==> config.mk <==
export PLATFORM = sky130hd
export DESIGN_NAME = dual_reg_xcvr
export DESIGN_NICKNAME = d
export VERILOG_FILES = /design/src/rtl/xcvr_pkg.sv /design/src/rtl/xcvr_capture.sv /design/src/rtl/xcvr_route.sv /design/src/rtl/xcvr_section.sv /design/src/rtl/dual_reg_xcvr.sv
export SDC_FILE = /design/constraint.sdc
export NUM_CORES = 1
export LEC_CHECK = 0
export BUFFER_PORTS_ARGS = -buffer_cell sky130_fd_sc_hd__buf_2
export CORE_MARGIN = 4
export CORE_UTILIZATION = 44
export DETAILED_ROUTE_END_ITERATION = 8
export PLACE_DENSITY = 0.82
export SETUP_SLACK_MARGIN = 0.2
export SYNTH_ARGS = -nofsm -noshare
export SYNTH_HDL_FRONTEND = slang
export SYNTH_SLANG_ARGS = --single-unit
==> constraint.sdc <==
create_clock -name clk -period 0.9 [get_ports clk]
set_input_delay 0.135 -clock clk [delete_from_list [all_inputs] [get_ports clk]]
set_output_delay 0.135 -clock clk [all_outputs]
set_load 0.1 [all_outputs]
==> src/rtl/xcvr_pkg.sv <==
package xcvr_pkg;
  // Source picked for a driven bus.
  typedef enum logic {
    SRC_LIVE   = 1'b0,
    SRC_STORED = 1'b1
  } src_e;

  // Which port a section drives.
  typedef enum logic [1:0] {
    DRV_NONE = 2'b00,
    DRV_A    = 2'b01,
    DRV_B    = 2'b10
  } drive_e;

  function automatic drive_e drive_of(input logic oe_n, input logic dir);
    if (oe_n) return DRV_NONE;
    return dir ? DRV_B : DRV_A;
  endfunction
endpackage

==> src/rtl/xcvr_capture.sv <==
module xcvr_capture #(
  parameter int WIDTH = 8
) (
  input  logic             clk,
  input  logic             rst,
  input  logic             strobe,
  input  logic [WIDTH-1:0] d,
  output logic [WIDTH-1:0] q
);
  logic strobe_q;
  logic load;

  assign load = strobe && !strobe_q;

  always_ff @(posedge clk) begin
    if (rst) begin
      q        <= '0;
      strobe_q <= strobe;
    end else begin
      strobe_q <= strobe;
      if (load) q <= d;
    end
  end
endmodule

==> src/rtl/xcvr_route.sv <==
module xcvr_route
  import xcvr_pkg::*;
#(
  parameter int WIDTH = 8
) (
  input  logic             oe_n,
  input  logic             dir,
  input  logic             sel_ab,
  input  logic             sel_ba,
  input  logic [WIDTH-1:0] a_live,
  input  logic [WIDTH-1:0] b_live,
  input  logic [WIDTH-1:0] a_held,
  input  logic [WIDTH-1:0] b_held,
  output logic [WIDTH-1:0] a_out,
  output logic [WIDTH-1:0] b_out,
  output logic             a_oe,
  output logic             b_oe
);
  drive_e drv;
  src_e   src_to_b;
  src_e   src_to_a;

  always_comb begin
    drv      = drive_of(oe_n, dir);
    src_to_b = sel_ab ? SRC_STORED : SRC_LIVE;
    src_to_a = sel_ba ? SRC_STORED : SRC_LIVE;
    a_oe     = (drv == DRV_A);
    b_oe     = (drv == DRV_B);
    b_out    = (src_to_b == SRC_STORED) ? a_held : a_live;
    a_out    = (src_to_a == SRC_STORED) ? b_held : b_live;
  end
endmodule

==> src/rtl/xcvr_section.sv <==
module xcvr_section #(
  parameter int WIDTH = 8
) (
  input  logic             clk,
  input  logic             rst,
  input  logic             oe_n,
  input  logic             dir,
  input  logic             sel_ab,
  input  logic             sel_ba,
  input  logic             cap_a,
  input  logic             cap_b,
  input  logic [WIDTH-1:0] a_in,
  input  logic [WIDTH-1:0] b_in,
  output logic [WIDTH-1:0] a_out,
  output logic [WIDTH-1:0] b_out,
  output logic             a_oe,
  output logic             b_oe
);
  logic [WIDTH-1:0] a_held;
  logic [WIDTH-1:0] b_held;

  xcvr_capture #(.WIDTH(WIDTH)) a_reg_i (
    .clk(clk), .rst(rst), .strobe(cap_a), .d(a_in), .q(a_held)
  );

  xcvr_capture #(.WIDTH(WIDTH)) b_reg_i (
    .clk(clk), .rst(rst), .strobe(cap_b), .d(b_in), .q(b_held)
  );

  xcvr_route #(.WIDTH(WIDTH)) route_i (
    .oe_n(oe_n), .dir(dir), .sel_ab(sel_ab), .sel_ba(sel_ba),
    .a_live(a_in), .b_live(b_in), .a_held(a_held), .b_held(b_held),
    .a_out(a_out), .b_out(b_out), .a_oe(a_oe), .b_oe(b_oe)
  );
endmodule

==> src/rtl/dual_reg_xcvr.sv <==
module dual_reg_xcvr #(
  parameter int SECTIONS = 2,
  parameter int WIDTH    = 8
) (
  input  logic                      clk,
  input  logic                      rst,
  input  logic [SECTIONS-1:0]       oe_n,
  input  logic [SECTIONS-1:0]       dir,
  input  logic [SECTIONS-1:0]       sel_ab,
  input  logic [SECTIONS-1:0]       sel_ba,
  input  logic [SECTIONS-1:0]       cap_a,
  input  logic [SECTIONS-1:0]       cap_b,
  input  logic [SECTIONS*WIDTH-1:0] a_in,
  output logic [SECTIONS*WIDTH-1:0] a_out,
  output logic [SECTIONS-1:0]       a_oe,
  input  logic [SECTIONS*WIDTH-1:0] b_in,
  output logic [SECTIONS*WIDTH-1:0] b_out,
  output logic [SECTIONS-1:0]       b_oe
);
  for (genvar s = 0; s < SECTIONS; s++) begin : g_sec
    xcvr_section #(.WIDTH(WIDTH)) sec_i (
      .clk   (clk),
      .rst   (rst),
      .oe_n  (oe_n[s]),
      .dir   (dir[s]),
      .sel_ab(sel_ab[s]),
      .sel_ba(sel_ba[s]),
      .cap_a (cap_a[s]),
      .cap_b (cap_b[s]),
      .a_in  (a_in[s*WIDTH +: WIDTH]),
      .b_in  (b_in[s*WIDTH +: WIDTH]),
      .a_out (a_out[s*WIDTH +: WIDTH]),
      .b_out (b_out[s*WIDTH +: WIDTH]),
      .a_oe  (a_oe[s]),
      .b_oe  (b_oe[s])
    );
  end
endmodule

==> impl_metrics.ini <==
[yosys]
synth.most_common_cell = dfxtp_1
async_flop_share_pct = 0
ys_seq_elements = 36
synthTopCellsByCount = dfxtp_1 (36), nand2b_1 (32), nand4bb_1 (32)
yosys-top-cells-area = dfxtp_1 (35%), nand4bb_1 (18%), mux2_2 (10%), nand2b_1 (9.8%), mux2_1 (7.1%)
seq_area_frac_synth_pct = 35.14
synth_flop_cell = dfxtp_1
synthCells = 187
syn_avg_cell_area_um2 = 10.97
synth_edf_count = 0
syn_nets = 233
synth.top_cell.area_share_pct = 35.14
yosys_warnings = 0
syn_area_um2 = 2051
synth.distinct_cells = 13
synth_top_area_cell = dfxtp_1

[placed_design]
dpl.hpwl_um = 3539
place_ws_ns = -0.2551
numPortBuffers = 81
gp_congestion = 0.6816

[die]
die_x_um = 76.27
rows = 24
die_y_um = 76.27
core_area_um2 = 4444
start_util_pct = 46.14
fp.dieArea_um2 = 5817
io_pins = 82

[timing]
period_minus_slack_ns = 1.205
maxSlewHeadroom_pct = 79.88
fin_crit_sh_pct = 133.9
setup_viol = 32
tightest_slew_ns = 0.3018
fin_worst_skew_ns = 0.003436
finalSetupTns_ns = -8.867
worst_slack_ns = -0.3052
rsz0062_at_grt = true
finalMaxSlewViolations = 0
holdWs_ns = 0.01327
fmax_mhz = 829.7
finalHoldViolCount = 0

[power]
leakagePower_nw = 1.645
p_sw_mw = 1.941
vdd_drop_max_mv = 1.085
p_sw_share_pct = 37.00
p_comb_share_pct = 44.6
p_int_mw = 3.304
p_per_area_nw_per_um2 = 1417
power_frac_clock_pct = 22.3
sequentialPowerShare_pct = 33.1
power.total_mw = 5.245

[route]
vias = 1933
drt_iter0_drc = 90
remaining_drc_errors = 0
wire_per_inst_um = 18.43
drtAntennaViolNets = 0
wl_um = 6633
drtPass1Iterations = 4
vias_per_cell = 5.369

[clock_tree]
cts_hold_buf = 0
clkSlewWorstSetupHoldPaths_ns = 0.07
cts_tree = done
clk_latency_ns = 0.28
cts-buffers-inserted = 5
cts.path.max_buffers = 2
cts_root_buf = clkbuf_8
cts_max_level = 2
clkSinkCount = 36

[critical_path]
critical_path.max_fanout = 2
reg2reg_slack_ns = 0.02
crit_type = register to output pin
endpoint_kind = output pin
ff2ff_path_depth = 2
cp.arrival_ns = 1.07
worst_r2r_endpoint = g_sec[0].sec_i.b_reg_i.q[4]$_SDFFE_PP0P_
crit_chain = mux2_4 -> buf_12
crit_path_top_delay_cell = dfxtp_2
critical_path.top_delay_family = flip-flops
timing.rr.start = g_sec[0].sec_i.b_reg_i.strobe_q$_DFF_P_
cp_data_required_time_ns = 0.76
critPathBufInv = 1
cp_slowest_stage_delay_ns = 0.34
critPathLaunchType = register

[global_routing]
grtUsageTotal_pct = 21.16
grt_pass1_wl_um = 10040
grt_pass1_vias = 2045
grt.overflow.total = 0
grt_antenna_before_repair = 0
grt_max_degree = 39

[final_layout]
diodes = 0
finalNetCount = 353
post_route_cells_drive_above_1_share_pct = 76.62
final_util_pct = 83.31
syn2layout_area_growth_pct = 80.54
n_fill_cell = 220

[worst_hold_path]
hold_end = g_sec[1].sec_i.a_reg_i.strobe_q$_DFF_P_
hp-class = input port to register
hold_depth = 1
hold_start = cap_a[1]

[status]
violations = negative setup slack
status = complete, but fails checks

[job]
maxCapViolCount = 0
## worst register-to-register path, stage by stage (launching register included)
cell	delay, ns
dfxtp_2	0.33
and2b_4	0.34
o21ai_2	0.10
## power groups by stage
| stage | Clock (mW) | Combinational [mW] | Sequential [mW] |
|---|---|---|---|
| after floorplan | 0 | 1.42 | 1.75 |
| after global placement | 0 | 1.78 | 1.75 |
| after detailed placement | 0 | 1.80 | 1.76 |
| after CTS | 1.20 | 2.26 | 1.72 |
| after global routing | 1.28 | 2.41 | 1.74 |
| final | 1.17 | 2.34 | 1.74 |
## cell usage in the layout (no fill, tap or decap), types with 4 or more instances in the layout
| master | instances |
|---|---|
| and2b_4 | 4 |
| buf_12 | 38 |
| buf_2 | 41 |
| buf_4 | 44 |
| buf_6 | 4 |
| clkbuf_8 | 6 |
| dfxtp_1 | 8 |
| dfxtp_2 | 28 |
| mux2_4 | 32 |
| nand2b_1 | 31 |
| nand4bb_1 | 31 |
| o21ai_2 | 32 |
## state kept, by name (all words and copies together) (netlist names)
register	flops
g_sec.sec_i.a_reg_i.strobe_q	2
g_sec.sec_i.b_reg_i.q	16
g_sec.sec_i.a_reg_i.q	16
g_sec.sec_i.b_reg_i.strobe_q	2
## layer usage
layer  share of wire [%]  global-route usage (%)
met3                 4.5                   4.610
met2                  54                   41.39
met4                 1.8                   4.529
met1                  40                   22.98
met5                   0                       0
## kinds of logic after synthesis
| family | after synthesis | synth area share [%] |
|---|---|---|
| DFF | 36 | 35.14 |
| buffers and inverters | 15 | 6.285 |
| muxes | 32 | 17.57 |
| and+or+nand+nor | 72 | 30.26 |
| AOI/OAI and AO/OA | 32 | 10.74 |
## how the worst max path moves through the flow
| stage | startpoint | end | slack, ns | cells after the start |
|---|---|---|---|---|
| 6_report | g_sec[0].sec_i.b_reg_i.q[1]$_SDFFE_PP0P_ | a_out[1] | -0.31 | 2 |
| 5_1_grt | g_sec[0].sec_i.b_reg_i.q[1]$_SDFFE_PP0P_ | a_out[1] | -0.33 | 2 |
| 4_1_cts | g_sec[1].sec_i.b_reg_i.q[6]$_SDFFE_PP0P_ | a_out[14] | -0.29 | 2 |
| 3_5_place_dp | sel_ba[0] | a_out[2] | -0.26 | 3 |
| 3_3_place_gp | sel_ba[0] | a_out[3] | -0.25 | 3 |
| 2_1_floorplan | sel_ba[0] | a_out[0] | 0.08 | 2 |
## stage by stage
stage | instance area (um^2) | std cells
CTS | 3587 | 356
global placement | 2910 | 346
global route | 3702 | 360
detailed placement | 2910 | 346
finish | 3702 | 360
floorplan | 2236 | 187
## timing repair
item | 4_1_cts | 5_1_grt
setup buffers | 2 | 4
cloned | 0 | 0
gates resized for setup | 157 | 29
pin swaps | 0 | 2
endpoints found under the setup margin | 68 | 65
## cell type report
type | instances | area (um^2) | share of cell area [%]
multi-input combinational | 136 | 1435 | 38.76
timing repair buffer | 128 | 1356 | 36.63
sequential | 36 | 755.7 | 20.41
tap | 52 | 65.06 | 1.757
clock buffer | 8 | 90.09 | 2.433
(Power assumes the default switching activity.)
